===== config.mk =====
export PLATFORM = sky130hd
export DESIGN_NAME = hfu_top
export DESIGN_NICKNAME = d
export VERILOG_FILES = /design/src/rtl/hfu_pkg.sv /design/src/rtl/hfu_field_dec.sv /design/src/rtl/hfu_load_hazard.sv /design/src/rtl/hfu_fwd_pick.sv /design/src/rtl/hfu_top.sv
export SDC_FILE = /design/constraint.sdc
export NUM_CORES = 1
export LEC_CHECK = 0
export ABC_AREA = 1
export CORE_MARGIN = 4
export CORE_UTILIZATION = 40
export CTS_CLUSTER_SIZE = 28
export DETAILED_ROUTE_END_ITERATION = 7
export PLACE_DENSITY = 0.72
export SETUP_SLACK_MARGIN = 0.2
export SLEW_MARGIN = 20
export SYNTH_ARGS = -nofsm -noshare
export SYNTH_HDL_FRONTEND = slang
export SYNTH_SLANG_ARGS = --single-unit
export TNS_END_PERCENT = 50

===== constraint.sdc =====
create_clock -name clk -period 2.33 [get_ports clk]
set_input_delay 0.466 -clock clk [delete_from_list [all_inputs] [get_ports clk]]
set_output_delay 0.466 -clock clk [all_outputs]
set_load 0.005 [all_outputs]

===== src/rtl/hfu_pkg.sv =====
package hfu_pkg;
    localparam int RA_W    = 5;
    localparam int OP_W    = 6;
    localparam int INS_MSB = 31;
    localparam int RS_LSB  = 21;
    localparam int RT_LSB  = 16;
    localparam int RD_LSB  = 11;
    localparam int N_OPND  = 2;

    localparam logic [OP_W-1:0] OP_ALU = 6'h00;
    localparam logic [OP_W-1:0] OP_LD  = 6'h23;
    localparam logic [OP_W-1:0] OP_ST  = 6'h2B;
    localparam logic [OP_W-1:0] OP_BEQ = 6'h04;

    typedef enum logic [1:0] {
        SEL_RF  = 2'b00,
        SEL_WB  = 2'b01,
        SEL_EXM = 2'b10
    } fwd_sel_e;

    typedef struct packed {
        logic [RA_W-1:0] dst;
        logic            wr;
        logic            ld;
        fwd_sel_e        fa;
        fwd_sel_e        fb;
    } ex_tag_t;

    typedef struct packed {
        logic [RA_W-1:0] dst;
        logic            wr;
    } mem_tag_t;

    typedef struct packed {
        ex_tag_t  ex;
        mem_tag_t mem;
    } stage_t;
endpackage


===== src/rtl/hfu_field_dec.sv =====
module hfu_field_dec
    import hfu_pkg::*;
(
    input  logic [INS_MSB:RD_LSB] ins,
    output logic [RA_W-1:0]       rs,
    output logic [RA_W-1:0]       rt,
    output logic [RA_W-1:0]       dst,
    output logic                  wr,
    output logic                  ld,
    output logic                  rt_src
);
    logic [OP_W-1:0] op;
    logic [RA_W-1:0] rd;
    logic            is_alu;

    always_comb begin
        op     = ins[INS_MSB -: OP_W];
        rs     = ins[RS_LSB +: RA_W];
        rt     = ins[RT_LSB +: RA_W];
        rd     = ins[RD_LSB +: RA_W];
        is_alu = (op == OP_ALU);
        dst    = is_alu ? rd : rt;
        ld     = (op == OP_LD);
        wr     = is_alu | ld;
        rt_src = is_alu | (op == OP_ST) | (op == OP_BEQ);
    end
endmodule


===== src/rtl/hfu_load_hazard.sv =====
module hfu_load_hazard #(
    parameter int AW = hfu_pkg::RA_W
) (
    input  logic [AW-1:0] rs,
    input  logic [AW-1:0] rt,
    input  logic          rt_src,
    input  logic          ex_ld,
    input  logic [AW-1:0] ex_dst,
    input  logic          br_taken,
    output logic          stall
);
    logic hit_rs, hit_rt, live;

    always_comb begin
        live   = ex_ld && (ex_dst != '0);
        hit_rs = (ex_dst == rs);
        hit_rt = rt_src && (ex_dst == rt);
        stall  = !br_taken && live && (hit_rs || hit_rt);
    end
endmodule


===== src/rtl/hfu_fwd_pick.sv =====
module hfu_fwd_pick
    import hfu_pkg::*;
#(
    parameter int AW = RA_W
) (
    input  logic [AW-1:0] src,
    input  logic [AW-1:0] exm_dst,
    input  logic          exm_wr,
    input  logic [AW-1:0] wb_dst,
    input  logic          wb_wr,
    output fwd_sel_e      sel
);
    logic exm_hit, wb_hit;

    always_comb begin
        exm_hit = exm_wr && (exm_dst != '0) && (exm_dst == src);
        wb_hit  = wb_wr  && (wb_dst  != '0) && (wb_dst  == src);
        if (exm_hit)     sel = SEL_EXM;
        else if (wb_hit) sel = SEL_WB;
        else             sel = SEL_RF;
    end
endmodule


===== src/rtl/hfu_top.sv =====
module hfu_top
    import hfu_pkg::*;
(
    input  logic                  clk,
    input  logic                  rst_n,
    input  logic [INS_MSB:RD_LSB] dec_hi,
    input  logic                  br_taken,
    output logic                  stall,
    output logic                  pc_hold,
    output logic                  ifid_hold,
    output logic                  bubble,
    output logic                  ifid_flush,
    output logic [1:0]            fwd_a,
    output logic [1:0]            fwd_b
);
    logic [RA_W-1:0] f_rs, f_rt, f_dst;
    logic            f_wr, f_ld, f_rt_src;
    logic            stall_w, bubble_w;
    logic [RA_W-1:0] src_v [N_OPND];
    fwd_sel_e        pick  [N_OPND];
    stage_t          st_d, st_q;

    hfu_field_dec u_dec (
        .ins    (dec_hi),
        .rs     (f_rs),
        .rt     (f_rt),
        .dst    (f_dst),
        .wr     (f_wr),
        .ld     (f_ld),
        .rt_src (f_rt_src)
    );

    hfu_load_hazard #(.AW(RA_W)) u_haz (
        .rs       (f_rs),
        .rt       (f_rt),
        .rt_src   (f_rt_src),
        .ex_ld    (st_q.ex.ld),
        .ex_dst   (st_q.ex.dst),
        .br_taken (br_taken),
        .stall    (stall_w)
    );

    assign src_v[0] = f_rs;
    assign src_v[1] = f_rt;

    for (genvar g = 0; g < N_OPND; g++) begin : g_opnd
        hfu_fwd_pick #(.AW(RA_W)) u_pick (
            .src     (src_v[g]),
            .exm_dst (st_q.ex.dst),
            .exm_wr  (st_q.ex.wr),
            .wb_dst  (st_q.mem.dst),
            .wb_wr   (st_q.mem.wr),
            .sel     (pick[g])
        );
    end

    assign bubble_w = stall_w | br_taken;

    always_comb begin
        st_d         = st_q;
        st_d.mem.dst = st_q.ex.dst;
        st_d.mem.wr  = st_q.ex.wr;
        if (bubble_w) begin
            st_d.ex = '0;
        end else begin
            st_d.ex = '{dst: f_dst, wr: f_wr, ld: f_ld, fa: pick[0], fb: pick[1]};
        end
    end

    always_ff @(posedge clk) begin
        if (!rst_n) st_q <= '0;
        else        st_q <= st_d;
    end

    assign stall      = stall_w;
    assign pc_hold    = stall_w;
    assign ifid_hold  = stall_w;
    assign bubble     = bubble_w;
    assign ifid_flush = br_taken;
    assign fwd_a      = st_q.ex.fa;
    assign fwd_b      = st_q.ex.fb;


    stall_once_chk: assert property (@(posedge clk) disable iff (!rst_n)
        stall |=> !stall);


    flush_no_stall_chk: assert property (@(posedge clk) disable iff (!rst_n)
        br_taken |-> (!stall && !pc_hold && !ifid_hold));


    bubble_clear_chk: assert property (@(posedge clk) disable iff (!rst_n)
        bubble |=> (fwd_a == SEL_RF && fwd_b == SEL_RF && !st_q.ex.wr && !st_q.ex.ld));


    sel_code_chk: assert property (@(posedge clk) disable iff (!rst_n)
        $onehot0(fwd_a) && $onehot0(fwd_b));


    wb_src_chk: assert property (@(posedge clk) disable iff (!rst_n)
        (fwd_a == SEL_WB) |-> ($past(st_q.mem.wr) && $past(st_q.mem.dst) != '0));
endmodule


==> results of run 1 <==
==> report_power, final <==
part	switching (mW)	internal (mW)
sequential	0.00711	0.297
combinational	0.0600	0.0856
clock	0.0923	0.0666
total	0.159	0.449
==> kinds of logic (layout without fill, tap and decap cells) <==
group                     count (synthesis)  count (layout)
AOI/OAI and AO/OA                         1               1
xor gates and xnor gates                 17              17
buffers and inverters                    28              83
DFF                                      17              17
muxes                                     5               5
and+or+nand+nor                          61              61
==> how the worst max path moves through the flow <==
stage / to / slack [ps] / cells after the start
2_1_floorplan: pc_hold / 690 / 8
3_3_place_gp: stall / -230 / 9
3_5_place_dp: stall / -270 / 10
4_1_cts: ifid_hold / 130 / 10
5_1_grt: bubble / 180 / 9
6_report: bubble / 260 / 9
==> placed cells by master, fill, tap and decap left out <==
cell type / n
nand4_1: 7
buf_2: 3
dfxtp_1: 17
nor2_4: 1
nand2_1: 21
inv_1: 18
nor2_2: 12
nor3_1: 3
xnor2_1: 9
clkbuf_1: 1
clkinv_1: 1
buf_4: 23
clkbuf_4: 3
xor2_1: 8
mux2_2: 5
nand3_1: 3
nand3_2: 3
clkbuf_2: 1
clkdlybuf4s50_1: 15
nand2_4: 1
o21ai_0: 1
dlymetal6s2s_1: 7
nor2_1: 8
nand2_2: 2
dlygate4sd2_1: 6
inv_2: 5
==> stage by stage <==
step / setup WS (ps) / util (%)
detailed placement: -273 / 61.9
floorplan: 695 / -
global placement: -229 / 61.9
finish: 261 / 66.9
CTS: 129 / 65.4
global route: 179 / 66.9
==> layout make-up <==
type | instances | share of cell area [%]
Inverter | 24 | 5.98
Sequential cell | 17 | 22.6
Timing Repair Buffer | 55 | 32.0
Multi-Input combinational cell | 84 | 35.4
Clock buffer | 4 | 1.74
Tap cell | 28 | 2.32
==> layer usage <==
metal,vias up,share of wire [%],routed length [um]
li1,501,-,-
met1,443,39,933
met2,28,54,1300
met3,6,4.9,117
met4,0,2.1,51
met5,-,0,0
==> state kept, by name, summed over array words and instances (netlist names) <==
register and cells:
fwd_b 2, st_q 7, fwd_a 2, st_d 6
==> tightest hold or removal path, stage by stage, from the launching register on <==
cell and delay [ps]:
dfxtp_1 340, nand2_1 60, inv_1 30
==> what timing repair did <==
| item | in CTS | in global routing |
|---|---|---|
| setup buffers | 9 | 0 |
| endpoints found under the hold margin | 0 | 0 |
| pin swaps | 10 | 9 |
| setup endpoints to repair | 4 | 4 |
| resized for setup | 25 | 14 |
| gates cloned | 0 | 0 |
==> results.txt, run 1 <==
The flow ran to the end, and the final reports show no timing, DRC or antenna violations. Tracing the worst setup path back leads to its startpoint at dec_hi[28]. The most used flip-flop cell after synthesis is dfxtp_1.

The tool flagged a number of max-cap violations equal to 0. The number of top-level pins is 33. The count of input and output buffers is 32. Of the available clock period, the critical path in the final layout requires between 80% and 90%. After detailed routing, the number of vias per cell comes to about 4.6.

For this run, global-route usage on met3 was measured as 2.26%. The floorplan step defined a die boundary enclosing approximately 3300 um^2. In this run the static leakage power is approximately 0.81 nW. The number of antenna cells inserted is 0. The compound-gate portion of the synthesized area came out at less than 1%. For this block, the initial DRC count from the detailed router was 18.

The highest cell delay on the worst timing path is around 430 ps. The worst register-to-register path begins at st_d[2]. The mapped netlist covers just under 1000 um^2. Entering global routing, the biggest net connects 12 pins. IR analysis of the VDD net gives a maximum drop of between 0.0002 and 0.00025 V. The final hold violation count was 0. The post-route non-filler standard cell count came out at about 210.

The first global-routing pass estimated approximately 3800 um of wire. The gate count after technology mapping is between 100 and 150. After synthesis, the most frequently instantiated cells are nand2_1 (23), inv_1 (21), dfxtp_1 (17), nor2_1 (11), nor2_2 (10). The global routing usage on met1 came out at ~16%. The arrival time of data at the critical path endpoint came out at 1600 ps. The placed instances occupy a cell area of 1400 um^2.

The kind of critical path is input pin to primary output. The proportion of synthesized area in mux cells came out at between 5 and 6%. The HPWL reported at the end of detailed placement came out at 1930 um. The register clock-pin slew on the reported worst setup and hold paths came out at approximately 100 ps. The routability congestion estimate came out at roughly 0.9. The worst-case clock skew is around 2.5 ps. The endpoint identified for the worst register-to-register timing path is fwd_a[0].

Setup repair after global routing left no endpoint under its margin. The fraction of synthesized cell area taken by the top area cell type came out at a little over a third. The remaining antenna violation count came out at 0. The starting density of the core is 43.0%. The worst hold path stage count came out at 2. Counting distinct cell types in the post-synthesis netlist gives 18. Setup violations remaining at the end of the flow were counted as 0. The worst pin sits at a relative slew slack of 77.4%. The maximum level of the CTS H-tree is 1. Summed over all instances, the cell type with the most area after synthesis is dfxtp_1.

The overall fraction of global-route tracks in use is roughly 15%. TritonCTS built the clock tree. The tree is rooted in a clkbuf_4. The adder-cell area share of the yosys netlist is 0%. The total detailed-routing wirelength came out at 2400 um. The CTS sink count came out at 17. The horizontal die dimension is between 50 and 60 um. The layout-stage area growth over the synthesis result is 55.5%. STA classifies the critical path endpoint as a primary output. The worst hold slack after final layout is 461 ps. The number of hold buffers added after cts is 0. The final global-route overflow total is 0.

The signal on the critical path passes through clkdlybuf4s50_1, nor2_1, nand3_2, nand2_2, nand3_2, nand2_2, nand2_4, nand2_1, buf_2. For this run, global-route usage on met2 was measured as between 20 and 30%. The fraction of layout instances using a drive strength above 1 came out at 32.1%. The dominant combinational cell family by area after synthesis is simple AND/OR/NAND/NOR gates. In the final design database the tool counted roughly 210 nets. The cell count after placement came out at about 200. The worst endpoint required time is roughly 1900 ps. The number of iterations in the first detailed-routing pass came out at 4. The final count of pins violating max slew came out at 0. The shortest period the worst path allows came out at just over 2000 ps. The power density relative to cell area is a little over 400 nW/um^2. The core area is ~2300 um^2. The final-layout fill cell count came out at around 230. Yosys instantiated no cell more often than nand2_1. STA classifies the critical path startpoint as an input pin. The number of synthesized flops with an enable pin came out at 0. The total non-filler cell area in the finished layout came out at between 1500 and 2000 um^2. Summing the sequential cell areas from Yosys gives about a third of the chip area. The async set-or-reset flop fraction in the synthesized netlist came out at 0%. The net count after synthesis is approximately 150. At the pin with the least slew margin, the transition time is 339 ps.

The number of cell instances on the worst register-to-register path came out at 13. The number of buffers created by CTS is 3. The worst reg-to-reg setup slack is around 600 ps. The startpoint identified for the worst hold timing path is st_d[0].

The sequential cell area in the final layout came out at roughly 340 um^2. The number of synthesis warnings came out at 0. The area occupied by multi-input gates came out at ~530 um^2.

The path with the worst hold slack has its endpoint at st_q[0]. The flip-flop and latch count after synthesis is 17. The placement row count is 17. The total buffers and inverters traversed by the critical path is 2. The post-synthesis xor/xnor area fraction is about 15%. In this run the worst path has a maximum fanout of 3. The number of vias after detailed routing is around 1000. Of the total synthesized cell area, the portion taken by AND, OR, NAND and NOR gates is a little under a third. In this run the worst hold path is classified as flip-flop to flip-flop. The clock passes through at most 2 buffers. The mean instance size in the synthesized netlist is between 7 and 8 um^2. The clock insertion delay at the later pin of the skew report came out at slightly below 300 ps. In the final timing run, aggregate negative setup slack is 0 ps. The via count of the first global-routing pass is 917. The cell type of the slowest stage on the worst timing path is clkdlybuf4s50_1. The sum of internal, switching and leakage power is ~0.61 mW. By area the synthesized netlist is led by dfxtp_1 (35%), nand2_1 (8.9%), inv_1 (8.1%). The initial antenna violation count came to 0. The global routing stage identified its most utilized layer as met2. The die is between 50 and 60 um tall. The mean routed wirelength per cell is between 10 and 15 um.

The highest achievable clock rate came out at slightly below 0.5 GHz. Broken down by cell family, the worst path's largest delay share belongs to simple AND/OR/NAND/NOR gates. The number of DRC violations after detailed routing came out at 0.
Power figures use the tool's default switching activity.
==> inputs of run 2 (changes only) <==
Settings changed: CELL_PAD_IN_SITES_DETAIL_PLACEMENT set to 1, CELL_PAD_IN_SITES_GLOBAL_PLACEMENT set to 1, CORE_UTILIZATION 40 to 33, HOLD_SLACK_MARGIN set to 0.03, PLACE_DENSITY 0.72 to not set, PLACE_DENSITY_LB_ADDON set to 0.1, RECOVER_POWER set to 50.
==> results.txt, run 2 (synthesis gave the netlist of run 1 again) <==
The number of antenna cells inserted is 0 (unchanged). The endpoint of the lowest-slack register-to-register path is st_d[4] (was fwd_a[0]). The number of maximum-capacitance constraint violations is 0 (unchanged). The largest net degree at the start of global routing came out at 12 (unchanged).

The post-route non-filler standard cell count is 214 (was 212). The kind of cell adding the most delay to the critical path is buffers and inverters (was simple AND/OR/NAND/NOR gates). The layout-stage area growth over the synthesis result is 51.5% (was 55.5%). The total detailed-routing wirelength is 2830 um (was 2400 um).

The global-route wire length before repair was 4970 um (was 3820 um). The CTS tree is yes (unchanged). The worst endpoint required time came out at 1860 ps (about the same).

The overall fraction of global-route tracks in use was 15.8% (was 15.1%). The type of the worst min-delay path is flip-flop to flip-flop (unchanged). The worst relative slew slack came out at 55.4% (was 77.4%). The core occupancy in the finished layout came out at 52.8% (was 66.9%).

Cell chain of the critical path: clkdlybuf4s50_1, xor2_1, nor2_1, nand2_1, nand2_2, nand2_4, nand2_1, buf_2 (was clkdlybuf4s50_1, nor2_1, nand3_2, nand2_2, nand3_2, nand2_2, nand2_4, nand2_1, buf_2). The placement row count is 19 (was 17). The net count reported at finish is 208 (was 209). The capture endpoint of the worst hold path is st_q[0] (unchanged). The remaining antenna violation count came out at 0 (unchanged).

The endpoint class of the critical path is a primary output (unchanged). The post-place setup slack came out at -352 ps (was -273 ps). The total of endpoints with negative setup slack in the final report is 0 (unchanged). The arrival time of data at the critical path endpoint is 1630 ps (was 1600 ps). The number of hold buffers added after cts came out at 0 (unchanged).

The library cell used as clock root buffer is clkbuf_4 (unchanged). The maximum fanout along the worst path is 3 (unchanged). The horizontal die dimension is 62.2 um (was 57.2 um). The CTS sink count is 17 (unchanged). The count of input and output buffers was 32 (unchanged). The number of buffers created by CTS came out at 3 (unchanged). The worst hold slack after final layout is 474 ps (was 461 ps). The core area is 2780 um^2 (was 2250 um^2). The startpoint type of the worst setup path is an input pin (unchanged). The sequential cell area in the final layout is 340 um^2 (unchanged).

The worst-case clock skew came out at 2.31 ps (was 2.50 ps). The iteration-0 DRC count of the detailed router came to 20 (was 18). The number of top-level pins came out at 33 (unchanged). The shortest period the worst path allows came out at 2090 ps (was 2070 ps). The worst setup margin came out at 238 ps (was 261 ps).

The clock insertion delay at the later pin of the skew report came to 300 ps (was 290 ps). The final count of pins violating max slew came out at 0 (unchanged). The via count of the first global-routing pass came out at 1020 (was 917).

The sum of internal, switching and leakage power came out at 0.614 mW (was 0.608 mW). The startpoint of the worst register-to-register path is st_d[3] (was st_d[2]). The highest cell delay on the worst timing path came to 430 ps (about the same). The number of cell instances on the worst register-to-register path is 7 (was 13). The number of iterations in the first detailed-routing pass is 4 (unchanged). The largest register by flop count is st_q (unchanged). The average vias per placed instance is 4.54 (was 4.61).

The portion of the clock cycle consumed by the worst path in the final layout came out at 89.8% (was 88.8%). The total non-filler cell area in the finished layout was 1470 um^2 (was 1510 um^2). The highest achievable clock rate was 0.478 GHz (was 0.483 GHz).

Run status: finished, final reports clean (unchanged). The final global-route overflow total is 0 (unchanged). The routability congestion estimate is 0.838 (was 0.893). Setup repair after global routing missed its margin: false (unchanged). The worst hold path stage count came to 2 (unchanged). The largest vdd supply drop was 0.000239 V (was 0.000230 V). The cell type of the slowest stage on the worst timing path is clkdlybuf4s50_1 (unchanged). The setup TNS is 0 ps (unchanged). The final hold violation count came out at 0 (unchanged). The total buffers and inverters traversed by the critical path was 2 (unchanged).

The leakage power is 0.781 nW (was 0.809 nW). The final-layout fill cell count is 346 (was 226). The maximum level of the CTS H-tree is 1 (unchanged). The area occupied by multi-input gates is 518 um^2 (was 533 um^2).

The kind of critical path is input pin to primary output (unchanged). The register clock-pin slew on the reported worst setup and hold paths came out at 100 ps (about the same). The mean routed wirelength per cell came out at 13.2 um (was 11.3 um). The worst reg-to-reg setup slack came out at 570 ps (was 600 ps).

The total die area is 3870 um^2 (was 3280 um^2). The cell count after placement came to 202 (was 199). Commonest cells after routing, fill and taps aside: nand2_1 (22), buf_4 (22), inv_1 (19), dfxtp_1 (17), nor2_2 (14) (was buf_4 (23), nand2_1 (21), inv_1 (18), dfxtp_1 (17), clkdlybuf4s50_1 (15)). The cell repeated most along the worst path is nand2_1. The slew of the pin with the lowest slew margin was 667 ps (was 339 ps).

The flip-flop count of the largest register after layout is 7 (unchanged). The number of DRC violations after detailed routing is 0 (unchanged). The initial antenna violation count is 0 (unchanged). The number of vias after detailed routing came to 971 (was 978). The fraction of layout instances using a drive strength above 1 came out at 30.1% (was 32.1%). The starting density of the core is 34.9% (was 43.0%).

The HPWL reported at the end of detailed placement is 2290 um (was 1930 um). The startpoint of the worst hold path was st_d[0] (unchanged). The vertical die dimension came out at 62.2 um (was 57.2 um). The maximum buffer depth of the clock tree is 2 (unchanged).

The power density relative to cell area came out at 418 nW/um^2 (was 404 nW/um^2). The instance area at placement came out at 1400 um^2 (about the same).
## run 2: cell types whose count changed in the layout (fill, tap and decap cells not counted), moves of 2 or more
cell	previous run	this run
dlygate4sd3_1	0	5
nand3_2	3	1
dlymetal6s2s_1	7	2
nand3_1	3	5
clkdlybuf4s50_1	15	9
nor2_2	12	14
dlygate4sd2_1	6	12
## run 2: power breakdown
part	leakage (nW)	total [mW]	switching (mW)	internal [mW]
Sequential	0.138	0.304	0.00740	0.297
Clock	0.0150	0.167	0.0999	0.0667
Combinational	0.628	0.143	0.0620	0.0813
Total	0.781	0.614	0.169	0.445
## run 2: area by class of cell
type	count	area share [%]
flip-flops and latches	17	23.2
multi-input cells	84	35.3
repair buffers	54	31.0
inverters	24	6.13
clock buffers	4	1.79
well taps	31	2.64
## run 2: worst max path at each step
| stage | end | cells after the start | slack (ps) | startpoint |
|---|---|---|---|---|
| 4_1_cts | bubble | 8 | 220 | dec_hi[23] |
| 3_3_place_gp | pc_hold | 10 | -300 | dec_hi[17] |
| 3_5_place_dp | pc_hold | 10 | -350 | dec_hi[17] |
| 6_report | bubble | 8 | 240 | dec_hi[23] |
| 5_1_grt | bubble | 8 | 140 | dec_hi[23] |
| 2_1_floorplan | pc_hold | 8 | 690 | dec_hi[16] |
## run 2: tightest hold or removal path: cells and delay by family, from the launching register on
kind	cells	cell delay, ps
AND/OR/NAND/NOR	1	70
flip-flops	1	340
buffers and inverters	1	30
## run 2: what timing repair did
item                                    in CTS  in global routing
setup buffers                                7                  1
gates resized for setup                     35                  4
pin swaps                                   10                  2
endpoints found under the setup margin       4                  4
## run 2: layer usage
layer  part of all wire, %  routed length, um  vias up  GRT usage (%)
met2                    51               1440       21           25.9
met5                     0                  0        -              0
met3                   3.6                103        6           3.06
met4                   2.5                 70        0           7.32
li1                      -                  -      503              -
met1                    43               1210      441           19.6
==> inputs of run 3 (changes only) <==
Clock period 2.33 ns to 2.7 ns, I/O delays scaled along.
==> results.txt, run 3 (synthesis gave the netlist of run 1 again) <==
The count of input and output buffers came out at 32 (unchanged). In the finished design, the share of the clock period the worst path needs comes to approximately nine tenths. The post-route non-filler standard cell count is 204 (was 214). The worst setup margin was 276 ps (was 238 ps).

The final count of pins violating max slew came out at 0 (unchanged). The total die area is 3870 um^2 (unchanged). The remaining antenna violation count came out at 0 (unchanged). The maximum fanout along the worst path came out at 3 (unchanged). The routability congestion estimate came to 0.791 (was 0.838). The total detailed-routing wirelength is 2460 um (was 2830 um). The number of iterations in the first detailed-routing pass came out at 4 (unchanged). The sum of internal, switching and leakage power is 0.513 mW (was 0.614 mW). The capture point of the worst path is pc_hold (was bubble). The worst-case clock skew came to 3.85 ps (was 2.31 ps).

The overall fraction of global-route tracks in use is 13.2% (was 15.8%). The worst relative slew slack came to 57.0% (was 55.4%). The vertical die dimension is 62.2 um (unchanged).

The total of endpoints with negative setup slack in the final report is 0 (unchanged). The worst hold slack after final layout is 471 ps (was 474 ps). The library cell used most frequently in the layout, excluding fill and tap cells, is nand2_1. The layout-stage area growth over the synthesis result was 44.8% (was 51.5%).

The total non-filler cell area in the finished layout was 1400 um^2 (was 1470 um^2). The number of antenna cells inserted is 0 (unchanged). The worst setup path startpoint is dec_hi[24] (was dec_hi[23]). The placement row count came out at 19 (unchanged). The startpoint of the worst register-to-register path is st_d[3] (unchanged). The flip-flop count of the largest register after layout came out at 7 (unchanged).

The number of buffers created by CTS is 3 (unchanged). The highest cell delay on the worst timing path is 470 ps (was 430 ps). The leakage power is 0.711 nW (was 0.781 nW). The type of the worst min-delay path is flip-flop to flip-flop (unchanged). Setup repair after global routing missed its margin: true (was false). The shortest period the worst path allows came out at around 2400 ps. The average vias per placed instance was 4.47 (was 4.54). The net count reported at finish came out at 198 (was 208).

The fraction of layout instances using a drive strength above 1 is 20.8% (was 30.1%). Commonest cells after routing, fill and taps aside: nand2_1 (24), inv_1 (21), clkdlybuf4s50_1 (19), dfxtp_1 (17) (was nand2_1 (22), buf_4 (22), inv_1 (19), dfxtp_1 (17), nor2_2 (14)). The core area came out at 2780 um^2 (unchanged). The largest net degree at the start of global routing came out at 12 (unchanged). The highest achievable clock rate came out at 0.413 GHz. The initial antenna violation count is 0 (unchanged). The CTS tree is yes (unchanged). The HPWL reported at the end of detailed placement was 2080 um (was 2290 um). The number of hold buffers added after cts came to 0 (unchanged). The cell type of the slowest stage on the worst timing path is clkdlybuf4s50_1 (unchanged). The number of maximum-capacitance constraint violations is 0 (unchanged). The starting density of the core is 34.9% (unchanged). The maximum buffer depth of the clock tree is 2 (unchanged). The global-route wire length before repair is 4200 um (was 4970 um). The largest register by flop count is st_q (unchanged).

The cell repeated most along the worst path is nand2_1 (unchanged). The power density relative to cell area came out at 365 nW/um^2 (was 418 nW/um^2). Cell chain of the critical path: clkdlybuf4s50_1, xor2_1, nor2_1, nand2_1, nand2_1, nand2_1, inv_1, dlygate4sd2_1 (was clkdlybuf4s50_1, xor2_1, nor2_1, nand2_1, nand2_2, nand2_4, nand2_1, buf_2). The clock insertion delay at the later pin of the skew report is 290 ps (was 300 ps). The cell count after placement is 197 (was 202). The number of DRC violations after detailed routing came to 0 (unchanged). The number of top-level pins is 33 (unchanged). The instance area at placement is 1360 um^2 (was 1400 um^2). The kind of critical path is input pin to primary output (unchanged).

The startpoint of the worst hold path was st_d[0] (unchanged). The slew of the pin with the lowest slew margin came to 644 ps (was 667 ps). The CTS sink count came out at 17 (unchanged). The final hold violation count came out at 0 (unchanged). The iteration-0 DRC count of the detailed router is 12 (was 20). The via count of the first global-routing pass is 948 (was 1020). The setup TNS was 0 ps (unchanged). The mean routed wirelength per cell was 12.1 um (was 13.2 um). The core occupancy in the finished layout came out at 50.5% (was 52.8%). The final global-route overflow total is 0 (unchanged). The maximum level of the CTS H-tree is 1 (unchanged). The number of vias after detailed routing came to 912 (was 971). The worst reg-to-reg setup slack is 950 ps (was 570 ps). The number of cell instances on the worst register-to-register path came out at 7 (unchanged).

The endpoint class of the critical path is a primary output (unchanged). The endpoint of the lowest-slack register-to-register path is st_d[4] (unchanged). The register clock-pin slew on the reported worst setup and hold paths is 110 ps (was 100 ps). The horizontal die dimension came out at 62.2 um (unchanged). The library cell used as clock root buffer is clkbuf_4 (unchanged). The worst endpoint required time was 2160 ps (was 1860 ps). The arrival time of data at the critical path endpoint came to 1880 ps (was 1630 ps). The largest vdd supply drop is 0.000226 V (was 0.000239 V). Run status: finished, final reports clean (unchanged). The post-place setup slack came out at -82.9 ps (was -352 ps). The startpoint type of the worst setup path is an input pin (unchanged).
==> run 3: changes by cell type in the layout (fill, tap and decap cells not counted), sizes merged <==
cell           delta
clkdlybuf4s50    +10
buf              -14
dlygate4sd2       -5
clkinv            +1
dlymetal6s2s      -1
clkbuf            -1
==> run 3: timing repair <==
| item | CTS | global route |
|---|---|---|
| setup endpoints to repair | 4 | 4 |
| cloned | 0 | 0 |
| buffers inserted | 2 | 1 |
| pin swaps | 2 | 2 |
| gates resized for setup | 9 | 1 |
==> run 3: cell type report <==
type	count	area, um^2
clock buffer	3	22.5
clock inverter	1	5.00
fill	364	1380
inverter	24	90.1
multi-input combinational	84	503
sequential	17	340
tap	31	38.8
timing repair buffer	44	404
==> run 3: worst min path at each step <==
stage / end / cells after the start
floorplan: st_q[0] / 2
global placement: st_q[0] / 2
detailed placement: st_q[0] / 2
CTS: st_q[0] / 2
global route: st_q[0] / 2
finish: st_q[0] / 2
==> run 3: critical path: cells and delay by family <==
family	cells	cell delay [ps]
AND/OR/NAND/NOR	4	390
XOR/XNOR	1	160
buffers and inverters	3	790
==> run 3: layer usage <==
layer,global-route usage [%],up-vias,part of all wire (%)
met1,16.4,411,45
met5,0,-,0
met2,22.7,18,50
met4,4.07,0,0.77
met3,2.70,2,4.0
li1,-,481,-
==> run 3: power breakdown <==
group          switching (mW)  internal, mW  leakage (nW)  total [mW]
clock network          0.0829        0.0550        0.0177       0.138
registers             0.00617         0.256         0.138       0.262
logic                  0.0479        0.0650         0.555       0.113
total                   0.137         0.376         0.711       0.513
